==> config.mk <==
export PLATFORM = sky130hd
export DESIGN_NAME = pgaddr_counter
export DESIGN_NICKNAME = d
export VERILOG_FILES = /design/src/rtl/pgaddr_pkg.sv /design/src/rtl/pgaddr_mode_ctl.sv /design/src/rtl/pgaddr_offset.sv /design/src/rtl/pgaddr_page.sv /design/src/rtl/pgaddr_counter.sv
export SDC_FILE = /design/constraint.sdc
export NUM_CORES = 1
export LEC_CHECK = 0
export BUFFER_PORTS_ARGS = -buffer_cell sky130_fd_sc_hd__buf_2
export CORE_UTILIZATION = 51
export DETAILED_ROUTE_END_ITERATION = 10
export PLACE_DENSITY = 0.77
export SLEW_MARGIN = 5
export SYNTH_ARGS = -nofsm -noshare
export SYNTH_HDL_FRONTEND = slang
export SYNTH_SLANG_ARGS = --single-unit
export TNS_END_PERCENT = 50
==> constraint.sdc <==
create_clock -name clk -period 2.82 [get_ports clk]
set_clock_uncertainty 0.15 [all_clocks]
set_input_delay 0.141 -clock clk [delete_from_list [all_inputs] [get_ports clk]]
set_output_delay 0.141 -clock clk [all_outputs]
set_load 0.01 [all_outputs]
==> src/rtl/pgaddr_pkg.sv <==
package pgaddr_pkg;
    typedef enum logic {
        ST_IDLE = 1'b0,
        ST_ADV  = 1'b1
    } adv_state_t;
endpackage

==> src/rtl/pgaddr_mode_ctl.sv <==
module pgaddr_mode_ctl
    import pgaddr_pkg::*;
(
    input  logic clk,
    input  logic rst_n,
    input  logic step,
    input  logic mode_req,
    output logic mode_q
);
    adv_state_t state_q, state_d;
    logic       mode_we;

    always_comb begin
        state_d = state_q;
        unique case (state_q)
            ST_IDLE: if (step)  state_d = ST_ADV;
            ST_ADV:  if (!step) state_d = ST_IDLE;
        endcase
    end

    always_ff @(posedge clk) begin
        if (!rst_n) state_q <= ST_IDLE;
        else        state_q <= state_d;
    end

    always_comb begin
        mode_we = 1'b0;
        unique case (state_q)
            ST_IDLE: mode_we = !step;
            ST_ADV:  mode_we = 1'b0;
        endcase
    end

    always_ff @(posedge clk) begin
        if (!rst_n)       mode_q <= 1'b1;
        else if (mode_we) mode_q <= mode_req;
    end

    AST_MODE_HOLD: assert property (@(posedge clk) disable iff (!rst_n)
        (step || state_q == ST_ADV) |=> $stable(mode_q));
endmodule

==> src/rtl/pgaddr_offset.sv <==
module pgaddr_offset #(
    parameter int LONG_LEN  = 528,
    parameter int SHORT_LEN = 512,
    parameter int OFF_W     = $clog2(LONG_LEN)
) (
    input  logic             clk,
    input  logic             rst_n,
    input  logic             mode_long,
    input  logic             load,
    input  logic [OFF_W-1:0] load_off,
    input  logic             step,
    output logic [OFF_W-1:0] off_q,
    output logic             at_last,
    output logic             wrap,
    output logic             err_q
);
    localparam int SHORT_W = $clog2(SHORT_LEN);
    localparam logic [OFF_W-1:0] LONG_LAST  = OFF_W'(LONG_LEN - 1);
    localparam logic [OFF_W-1:0] SHORT_LAST = OFF_W'(SHORT_LEN - 1);

    logic [OFF_W-1:0] last_off;
    logic [OFF_W-1:0] load_eff;
    logic             load_bad;

    always_comb begin
        last_off = mode_long ? LONG_LAST : SHORT_LAST;
        load_bad = mode_long && (load_off > LONG_LAST);
        if (mode_long)
            load_eff = load_bad ? LONG_LAST : load_off;
        else
            load_eff = OFF_W'(load_off[SHORT_W-1:0]);
        at_last = (off_q == last_off);
        wrap    = step && !load && (off_q >= last_off);
    end

    always_ff @(posedge clk) begin
        if (!rst_n) begin
            off_q <= '0;
            err_q <= 1'b0;
        end else begin
            err_q <= load && load_bad;
            if (load)      off_q <= load_eff;
            else if (wrap) off_q <= '0;
            else if (step) off_q <= off_q + OFF_W'(1);
        end
    end

    AST_OFF_WRAP: assert property (@(posedge clk) disable iff (!rst_n)
        (step && !load && off_q == last_off) |=> (off_q == '0));
    AST_CLAMP: assert property (@(posedge clk) disable iff (!rst_n)
        (load && mode_long && load_off >= OFF_W'(LONG_LEN)) |=> (err_q && off_q == LONG_LAST));
    AST_ERR_CAUSE: assert property (@(posedge clk) disable iff (!rst_n)
        err_q |-> $past(load));
endmodule

==> src/rtl/pgaddr_page.sv <==
module pgaddr_page #(
    parameter int PAGE_W = 13
) (
    input  logic              clk,
    input  logic              rst_n,
    input  logic              load,
    input  logic [PAGE_W-1:0] load_page,
    input  logic              adv,
    output logic [PAGE_W-1:0] page_q,
    output logic              at_top
);
    localparam logic [PAGE_W-1:0] TOP = {PAGE_W{1'b1}};

    always_comb at_top = (page_q == TOP);

    always_ff @(posedge clk) begin
        if (!rst_n)     page_q <= '0;
        else if (load)  page_q <= load_page;
        else if (adv)   page_q <= at_top ? '0 : page_q + PAGE_W'(1);
    end

    AST_PAGE_WRAP: assert property (@(posedge clk) disable iff (!rst_n)
        (adv && !load && page_q == TOP) |=> (page_q == '0));
    AST_PAGE_HOLD: assert property (@(posedge clk) disable iff (!rst_n)
        (!load && !adv) |=> $stable(page_q));
endmodule

==> src/rtl/pgaddr_counter.sv <==
module pgaddr_counter #(
    parameter int PAGE_W    = 13,
    parameter int LONG_LEN  = 528,
    parameter int SHORT_LEN = 512,
    parameter int OFF_W     = $clog2(LONG_LEN)
) (
    input  logic              clk,
    input  logic              rst_n,
    input  logic              long_mode_i,
    input  logic              load_i,
    input  logic [PAGE_W-1:0] load_page_i,
    input  logic [OFF_W-1:0]  load_off_i,
    input  logic              step_i,
    output logic [PAGE_W-1:0] page_o,
    output logic [OFF_W-1:0]  offset_o,
    output logic              page_end_o,
    output logic              array_end_o,
    output logic              clamp_err_o,
    output logic              long_mode_o
);
    logic mode_q;
    logic wrap;
    logic at_last;
    logic at_top;

    pgaddr_mode_ctl u_mode (
        .clk      (clk),
        .rst_n    (rst_n),
        .step     (step_i),
        .mode_req (long_mode_i),
        .mode_q   (mode_q)
    );

    pgaddr_offset #(
        .LONG_LEN  (LONG_LEN),
        .SHORT_LEN (SHORT_LEN),
        .OFF_W     (OFF_W)
    ) u_off (
        .clk       (clk),
        .rst_n     (rst_n),
        .mode_long (mode_q),
        .load      (load_i),
        .load_off  (load_off_i),
        .step      (step_i),
        .off_q     (offset_o),
        .at_last   (at_last),
        .wrap      (wrap),
        .err_q     (clamp_err_o)
    );

    pgaddr_page #(
        .PAGE_W (PAGE_W)
    ) u_page (
        .clk       (clk),
        .rst_n     (rst_n),
        .load      (load_i),
        .load_page (load_page_i),
        .adv       (wrap),
        .page_q    (page_o),
        .at_top    (at_top)
    );

    always_comb begin
        long_mode_o = mode_q;
        page_end_o  = at_last;
        array_end_o = at_last && at_top;
    end

    AST_LOAD_WINS: assert property (@(posedge clk) disable iff (!rst_n)
        (load_i && step_i) |=> (page_o == $past(load_page_i)));
    AST_WRAP_ADV: assert property (@(posedge clk) disable iff (!rst_n)
        (step_i && !load_i && page_end_o && !array_end_o) |=> (offset_o == '0 && page_o == $past(page_o) + PAGE_W'(1)));
endmodule

== After elaboration in Yosys (flattened, before gate mapping) ==
Cells that the tools add are included.

* Flip-flop bits (word level): 26
* Input bits: 28
* Output and inout bits: 27
* Word-level logic and storage cells: 32

* Add/sub/neg operators: 2
* Magnitude comparators: 2
* Eq/ne operators: 2
* Muxes and demuxes: 11
* Bitwise operators: 1
* Reduce and logical (&&, ||, !) cells: 9

{| class="wikitable"
|+ Operator list
! cell !! count
|-
| $mux 10 || 6
|-
| $mux 13 || 3
|-
| $add 13x1->13 const B || 1
|-
| $eq 13x13->1 const B || 1
|-
| $add 10x1->10 const B || 1
|-
| $eq 10x10->1 || 1
|-
| $ge 10x10->1 || 1
|-
| $gt 10x10->1 const B || 1
|-
| $logic_and 1x1->1 || 5
|-
| $reduce_bool 3->1 || 1
|-
| $logic_not 1->1 || 2
|-
| $pmux 1 s2 || 1
|-
| $reduce_bool 2->1 || 1
|-
| $mux 1 || 1
|-
| $not 1->1 || 1
|}

== Longest topological paths before layout ==
Gate-level depths: netlist (run 1).

* Depth in word-level cells: 5
* Gate-level depth with buffers: 9
* Depth with buffers taken out: 7

== Cells and area by module ==
Synthesis (run 1) repeated with hierarchy kept, for this count alone.

* Cells, all modules: 220
* Area, all modules: 1788.0 µm²

{| class="wikitable"
|+ By module, submodules not included
! module !! times used !! cells an instance !! area an instance (µm²) !! seq. area each (µm²)
|-
| pgaddr_offset || 1 || 108 || 875.8 || 220.2
|-
| pgaddr_page || 1 || 105 || 842.1 || 260.2
|-
| pgaddr_mode_ctl || 1 || 6 || 63.8 || 40.0
|-
| pgaddr_counter || 1 || 1 || 6.3 || 0.0
|}

== Worst setup path before layout (run 1) ==
No wires, ideal clock.

* Kind: reg2reg
* From: reg u_mode.mode_q
* To: reg u_page.page_q[12]
* Library setup time: 0.092 ns
* Arrival: 1.927 ns
* Required time: 2.578 ns
* Setup slack: 0.651 ns
* Cell stages (with the launch flop): 10
* Path buffers: 2
* Period minus slack after synthesis: 2.169 ns
* Cell sequence: dfxtp_1 -> inv_1 -> ha_1 -> a211oi_2 -> o21ai_2 -> a22oi_1 -> buf_2 -> buf_4 -> nor2_1 -> o32ai_1

* Longest elaborated chain between the ends: 4

{| class="wikitable"
|+ RTL lines
! element !! RTL line !! RTL
|-
| from (decl) || pgaddr_mode_ctl.sv:8 || <nowiki>output logic mode_q</nowiki>
|-
| from (signal assigned) || pgaddr_mode_ctl.sv:36 || <nowiki>else if (mode_we) mode_q <= mode_req;</nowiki>
|-
| $mux 10 || pgaddr_offset.sv:26 || <nowiki>last_off = mode_long ? LONG_LAST : SHORT_LAST;</nowiki>
|-
| $ge 10x10->1 || pgaddr_offset.sv:33 || <nowiki>wrap = step && !load && (off_q >= last_off);</nowiki>
|-
| $logic_and 1x1->1 || pgaddr_offset.sv:33 ||
|-
| $reduce_bool 2->1 (no line) || - ||
|-
| to (signal assigned) || pgaddr_page.sv:18 || <nowiki>else if (load) page_q <= load_page;</nowiki>
|-
| to (signal assigned) || pgaddr_page.sv:19 || <nowiki>else if (adv) page_q <= at_top ? '0 : page_q + PAGE_W'(1);</nowiki>
|-
| to (decl) || pgaddr_page.sv:9 || <nowiki>output logic [PAGE_W-1:0] page_q,</nowiki>
|}

Every way passes these cells.
A chain may end at the register's enable or synchronous reset.

== Worst setup path after layout (run 1) ==
* From: reg u_mode.mode_q
* To: reg u_off.off_q[2]

* Longest elaborated chain between the ends: 5
* Elaborated cells on any way between the ends: 9
* Classes of those cells: 1 x order compare; 5 x mux; 3 x reduce/logical

{| class="wikitable"
|+ RTL lines
! element !! RTL line !! RTL
|-
| $mux 10 || pgaddr_offset.sv:26 ||
|-
| $ge 10x10->1 || pgaddr_offset.sv:33 ||
|-
| $logic_and 1x1->1 || pgaddr_offset.sv:33 ||
|-
| $mux 10 || pgaddr_offset.sv:43 || <nowiki>else if (wrap) off_q <= '0;</nowiki>
|-
| $mux 10 || pgaddr_offset.sv:42 || <nowiki>if (load) off_q <= load_eff;</nowiki>
|-
| to (signal assigned) || pgaddr_offset.sv:42 ||
|-
| to (signal assigned) || pgaddr_offset.sv:44 || <nowiki>else if (step) off_q <= off_q + OFF_W'(1);</nowiki>
|-
| to (decl) || pgaddr_offset.sv:12 || <nowiki>output logic [OFF_W-1:0] off_q,</nowiki>
|}

Several ways; a longest one is shown, not always the timed one.

==> results of run 1 <==
-- critical path, stage by stage (launching register included) --
cell,delay (ns)
dfxtp_1,0.55
inv_1,0.13
ha_1,0.34
a211oi_2,0.21
o21ai_2,0.14
a22oi_1,0.31
buf_12,0.22
a21boi_0,0.19
o221a_2,0.20
-- metal layers --
layer,vias up,GRT usage [%]
met2,84,42.1
met3,6,5.19
met5,-,0
met1,877,38.8
li1,959,-
met4,0,7.97
-- layout by cell type, fill, tap and decap left out, types with 6 or more instances in the layout --
cell and count:
a22oi_1 8, ha_1 8, inv_1 6, nand3_1 10
dfxtp_1 26, nor2_1 19, o31ai_1 6, nand2_1 31
buf_2 54, o21ai_0 6, dlygate4sd3_1 9, a21oi_1 24
-- area by class of cell --
cell class / instances / area (sq um)
Multi-Input combinational cell: 177 / 1090
Fill cell: 297 / 996
Sequential cell: 26 / 520
Timing Repair Buffer: 66 / 395
Tap cell: 44 / 55.1
Inverter: 7 / 26.3
Clock buffer: 3 / 22.5
-- synth_stat cells, types with 2 or more instances --
cell type | count | area, sq um
a211oi_1 | 3 | 22.5
nor2_1 | 19 | 71.3
a31oi_1 | 3 | 18.8
inv_1 | 6 | 22.5
nor3_1 | 4 | 20.0
o211ai_1 | 4 | 30.0
ha_1 | 8 | 100
and2_1 | 2 | 12.5
a21oi_1 | 24 | 120
clkbuf_1 | 3 | 11.3
o32ai_1 | 5 | 43.8
a211o_1 | 3 | 26.3
buf_2 | 4 | 20.0
nand4_1 | 5 | 31.3
nand3_1 | 10 | 50.1
a22oi_1 | 8 | 60.1
buf_4 | 3 | 22.5
a32oi_1 | 4 | 35.0
and4_1 | 5 | 43.8
a21oi_2 | 2 | 17.5
or3_1 | 3 | 18.8
buf_1 | 2 | 7.51
o21ai_0 | 6 | 30.0
o22ai_1 | 4 | 25.0
and3_1 | 4 | 25.0
nand2_1 | 31 | 116
o31ai_1 | 6 | 45.0
dfxtp_1 | 26 | 521
-- kinds of logic (layout without fill, tap and decap cells) --
group                    Yosys count  after routing
AO/OA/AOI/OAI                     79             79
adder cells (fa/ha/maj)            8              8
flip-flops                        26             26
buffers and inverters             20             76
XOR/XNOR                           1              1
AND/OR/NAND/NOR                   89             89
-- metrics by stage --
stage / instance area, sq um / hold slack (ns)
after floorplan: 1700 / 0.126
after global placement: 1990 / 0.249
after detailed placement: 1990 / 0.280
after CTS: 2110 / 0.00366
after global routing: 2110 / 0.0147
final: 2110 / 0.00846
-- sequential cells by signal, indices dropped and copies added (netlist names) --
name / cells
u_page.page_q: 13
u_mode.state_q: 1
u_off.err_q: 1
u_off.off_q: 10
u_mode.mode_q: 1
-- path summary, 6_finish.rpt --
path	start	endpoint	slack, ns	depth (start not counted)
setup / recovery	u_mode.mode_q$_SDFFE_PN1P_	u_off.off_q[2]$_SDFFE_PN0P_	0.35	8
hold / removal	load_page_i[11]	u_page.page_q[11]$_SDFFE_PN0P_	0.008	3
hold reg to reg	u_page.page_q[11]$_SDFFE_PN0P_	u_page.page_q[11]$_SDFFE_PN0P_	0.36	2
setup reg to reg	u_mode.mode_q$_SDFFE_PN1P_	u_off.off_q[2]$_SDFFE_PN0P_	0.35	8
-- power breakdown --
| part | leakage, nW | switching [W] | total [W] | internal, W |
|---|---|---|---|---|
| Combinational | 0.681 | 0.000125 | 0.000222 | 0.0000970 |
| Clock | 0.0138 | 0.000115 | 0.000165 | 0.0000501 |
| Sequential | 0.214 | 0.0000351 | 0.000428 | 0.000393 |
| Total | 0.909 | 0.000275 | 0.000815 | 0.000540 |
-- repair_timing --
action                                 CTS  global route
hold buffers                             9             0
endpoints found under the hold margin    9             0
setup endpoints to repair                0             0
setup buffers                            0             0
==> impl_metrics.toml, run 1 <==
[status]
status = "complete, no violations"

[clock_network]
ctsLongestPathBuffers = 2
post_cts_resized = 0
htreeDepth = 1
clkLatencyLatePin_ns = 0.33
clockRootBuffer = "clkbuf_4"
cts_tree = "done"
cts_buffers = 3
path_clk_slew_ns = 0.15
cts.sinks = 26

[global_route]
antenna_found_initial = 0
grt_pass1_vias = 1641
grt_usage_pct = 27.4
grt.overflow.total = 0
grt_max_degree = 30
grt_pass1_wl_um = 7430

[placed_design]
dp_slack_ns = 0.401
gp_congestion = 0.868
placed_cells = 311
dpl.hpwl_um = 3250
port_buffers = 54

[timing]
period_needed_ns = 2.47
drv_slew = 0
worstMarginPinSlew_ns = 0.565
finalHoldViolCount = 0
fin_ws_ns = 0.349
period_share_pct = 87.6
relSlewSlack_pct = 62.1
setup_viol = 0
clock.fmax_ghz = 0.405
rsz0062_at_grt = "false"
tns_ns = 0

[die]
die_w_um = 59.7
initial_core_util_pct = 54.8
die_area_sq_um = 3570
core_area_sq_um = 3100
ioPinCount = 55
die_h_um = 59.7
rows = 20

[power_and_ir_drop]
power_w = 0.000815
power.density_nw_per_um2 = 387
peakVddDrop_mv = 0.188
p_leak_nw = 0.909

[final_layout]
drive_above_1_share_pct = 24.4
fin_util_pct = 67.9
area_growth_pct = 23.9
n_antenna_cell = 0
fin_cells = 323
final_nets = 317

[synthesis]
ys_seq_elements = 26
syn_area_sq_um = 1700
yosys.area_share.simple_pct = 25.6
ys_types = 44
synth_nets = 259
synth_edf_count = 0
synth_xor_area_share_pct = 0.515
avgSynthCellArea_sq_um = 7.63
ys_seq_area_share_pct = 30.6
synth_top_family_by_area = "compound AO/OA/AOI/OAI gates"
synthFlopType = "dfxtp_1"
ys.warnings.count = 0
synth_compound_area_share_pct = 31.9
yosys.area_share.adder_pct = 5.89
async_flop_share_pct = 0
synthMuxAreaShare_pct = 0
syn_inst = 223

[route]
top_layer_used = "met4"
drc_errors = 0
dr.pass1.iters = 4
wl_met3_um = 406
via_per_inst = 5.96
ant_nets = 0
num_vias = 1926
drtIter0Drc = 195
met1_length_um = 2140
wl_per_cell_um = 14.3
wl_met2_um = 2020
wl_um = 4600

[setup_path]
critPathLaunchType = "flip-flop"
cp_max_fo = 29
path_class = "reg2reg"
crit_path_end_kind = "flip-flop"
worstPathArrival_ns = 2.61
cp_data_required_time_ns = 2.96

[job]
cap_violations = 0

[worst_hold_path]
hp-class = "in2reg"
Note: power is estimated with default switching activity, not from simulation.
==> inputs of run 2 (changes only) <==
--- a/config.mk
+++ b/config.mk
@@ -5,8 +5,9 @@
 export SDC_FILE = /design/constraint.sdc
 export NUM_CORES = 1
 export LEC_CHECK = 0
+export ABC_AREA = 1
 export BUFFER_PORTS_ARGS = -buffer_cell sky130_fd_sc_hd__buf_2
-export CORE_UTILIZATION = 51
+export CORE_UTILIZATION = 52
 export DETAILED_ROUTE_END_ITERATION = 10
 export PLACE_DENSITY = 0.77
 export SLEW_MARGIN = 5
==> impl_metrics.toml, run 2 <==
[status]
status = "complete, no violations"

[power_and_ir_drop]
pwr-share-seq_pct = 42.1
power_w = 0.00105
p_leak_nw = 1.22
power.share.clock_pct = 30.9
intPower_w = 0.000702
switching_power_w = 0.000351
p_sw_share_pct = 33.3
power.density_nw_per_um2 = 461
peakVddDrop_mv = 0.223
power.share.combinational_pct = 27.0

[global_route]
grt_max_degree = 29
grt_pass1_vias = 2072
antenna_found_initial = 0
grt_usage_pct = 28.8
grt.overflow.total = 0
grt_pass1_wl_um = 9110

[synthesis]
ys.warnings.count = 0
synthFlopType = "dfxtp_1"
synth_nets = 358
avgSynthCellArea_sq_um = 5.95
synth_common_cells = "nand2_1, nor2_1, inv_1, nand3_1, dfxtp_1"
yosys-top-cells-area = "dfxtp_1, nand2_1, nor2_1, inv_1, nand3_1"
synth.most_common_cell = "nand2_1"
synth_top_area_share_pct = 27.2
ys_seq_elements = 26
synth_edf_count = 0
async_flop_share_pct = 0
ys_seq_area_share_pct = 27.2
synth_top_area_cell = "dfxtp_1"
syn_inst = 322
ys_types = 25
syn_area_sq_um = 1920

[worst_hold_path]
hp-class = "in2reg"
whs_endpoint = "u_off.off_q[1]$_SDFFE_PN0P_"
min_from = "load_off_i[1]"
holdPathStages = 3

[final_layout]
multiInputGateArea_sq_um = 1190
mostFrequentLayoutCell = "nand2_1"
fin_util_pct = 66.4
seqCellArea_sq_um = 520
area_growth_pct = 19.3
fin_cells = 419
drive_above_1_share_pct = 19.3
n_antenna_cell = 0
reg_top3 = "u_page.page_q (13), u_off.off_q (10)"
regMostFlops = "u_page.page_q"
final_nets = 410
nFillCells = 336
largest_reg_flops = 13
final_cell_mix = "nand2_1, buf_2, nor2_1, inv_1, nand3_1"
stdcell_area_sq_um = 2290

[timing]
worstMarginPinSlew_ns = 0.540
setup_viol = 0
drv_slew = 0
clock.fmax_ghz = 0.449
period_needed_ns = 2.23
period_share_pct = 78.9
rsz0062_at_grt = "false"
tns_ns = 0
relSlewSlack_pct = 64.0
finalHoldViolCount = 0

[die]
initial_core_util_pct = 55.7
rows = 21
ioPinCount = 55
die_area_sq_um = 3930
core_area_sq_um = 3440
die_h_um = 62.7
die_w_um = 62.7

[clock_network]
clockRootBuffer = "clkbuf_8"
cts.sinks = 26
cts_buffers = 3
ctsLongestPathBuffers = 2
htreeDepth = 1
clkLatencyLatePin_ns = 0.28
path_clk_slew_ns = 0.11
cts_tree = "done"

[setup_path]
worstPathArrival_ns = 1.94
max_stage_delay_ns = 0.44
cpMaxStageDelayCell = "dfxtp_1"
r2r-end = "u_page.page_q[11]$_SDFFE_PN0P_"
crit_chain = "ha_1, nand2_1, nor2_1, nand4_1, nor3_1, buf_2"
path_class = "reg2out"
crit_path_end_kind = "output port"
reg2reg_depth = 12
reg2reg_slack_ns = 0.66
timing.rr.start = "u_mode.mode_q$_SDFFE_PN1P_"
critPathLaunchType = "flip-flop"
path_buf_inv = 1
path_delay_family = "simple AND/OR/NAND/NOR gates"
cp_max_fo = 6
cp_data_required_time_ns = 2.53

[job]
cap_violations = 0

[placed_design]
placed_cells = 413
dpl.hpwl_um = 3610
port_buffers = 54
gp_congestion = 0.899
postPlaceCellArea_sq_um = 2190

[route]
ant_nets = 0
num_vias = 2172
drc_errors = 0
wl_per_cell_um = 12.2
dr.pass1.iters = 5
drtIter0Drc = 123
via_per_inst = 5.18
wl_um = 5100
-- run 2: timing repair --
item / in CTS / in global routing
gates resized for setup: 0 / 0
hold buffers: 2 / 0
endpoints found under the hold margin: 2 / 0
setup buffers: 0 / 0
-- run 2: power by group through the flow --
stage	logic [W]	clock network, W	registers [W]
floorplan	0.000185	0	0.000458
global placement	0.000275	0	0.000450
detailed placement	0.000280	0	0.000451
CTS	0.000284	0.000330	0.000443
global route	0.000329	0.000340	0.000451
finish	0.000284	0.000325	0.000444
-- run 2: tightest hold or removal path: cells and delay by family --
| family | cells | cell delay, ns |
|---|---|---|
| buffers and inverters | 1 | 0.07 |
| AOI/OAI and AO/OA | 2 | 0.19 |
-- run 2: worst max-delay path by stage --
stage | cells after the start | from | slack [ns] | end
2_1_floorplan | 13 | u_mode.mode_q$_SDFFE_PN1P_ | 0.86 | u_page.page_q[0]$_SDFFE_PN0P_
3_3_place_gp | 12 | u_mode.mode_q$_SDFFE_PN1P_ | 0.71 | u_page.page_q[10]$_SDFFE_PN0P_
3_5_place_dp | 12 | u_mode.mode_q$_SDFFE_PN1P_ | 0.66 | u_page.page_q[11]$_SDFFE_PN0P_
4_1_cts | 6 | u_page.page_q[0]$_SDFFE_PN0P_ | 0.63 | array_end_o
5_1_grt | 6 | u_page.page_q[0]$_SDFFE_PN0P_ | 0.45 | array_end_o
6_report | 6 | u_page.page_q[0]$_SDFFE_PN0P_ | 0.59 | array_end_o
-- run 2: final cells by class --
cell class | count | share of cell area, %
Inverter | 42 | 6.90
Multi-Input combinational cell | 245 | 52.0
Timing Repair Buffer | 56 | 12.7
Tap cell | 46 | 2.52
Clock buffer | 3 | 1.81
Sequential cell | 26 | 22.8
Clock inverter | 1 | 1.31
-- run 2: kinds of logic (layout without fill, tap and decap cells) --
family | after synthesis | count (layout) | synth area share (%)
xor+xnor | 5 | 5 | 2.28
buf+inv | 51 | 102 | 10.8
simple gates | 190 | 190 | 43.2
fa+ha+maj | 8 | 8 | 5.22
compound gates | 42 | 42 | 11.3
flops | 26 | 26 | 27.2
-- run 2: metrics by stage --
stage                     hold WS [ns]  worst slack (ns)
final                           0.0128             0.594
after global routing            0.0486             0.446
after CTS                       0.0167             0.628
after detailed placement         0.228             0.665
after floorplan                 0.0845             0.863
after global placement           0.234             0.712
-- run 2: per-layer routing --
| metal | vias to the layer above | GRT usage (%) | wire length (um) |
|---|---|---|---|
| met5 | - | 0 | 0 |
| met4 | 0 | 8.72 | 62 |
| met3 | 8 | 2.74 | 326 |
| met2 | 87 | 47.6 | 2250 |
| met1 | 954 | 39.4 | 2460 |
| li1 | 1123 | - | - |
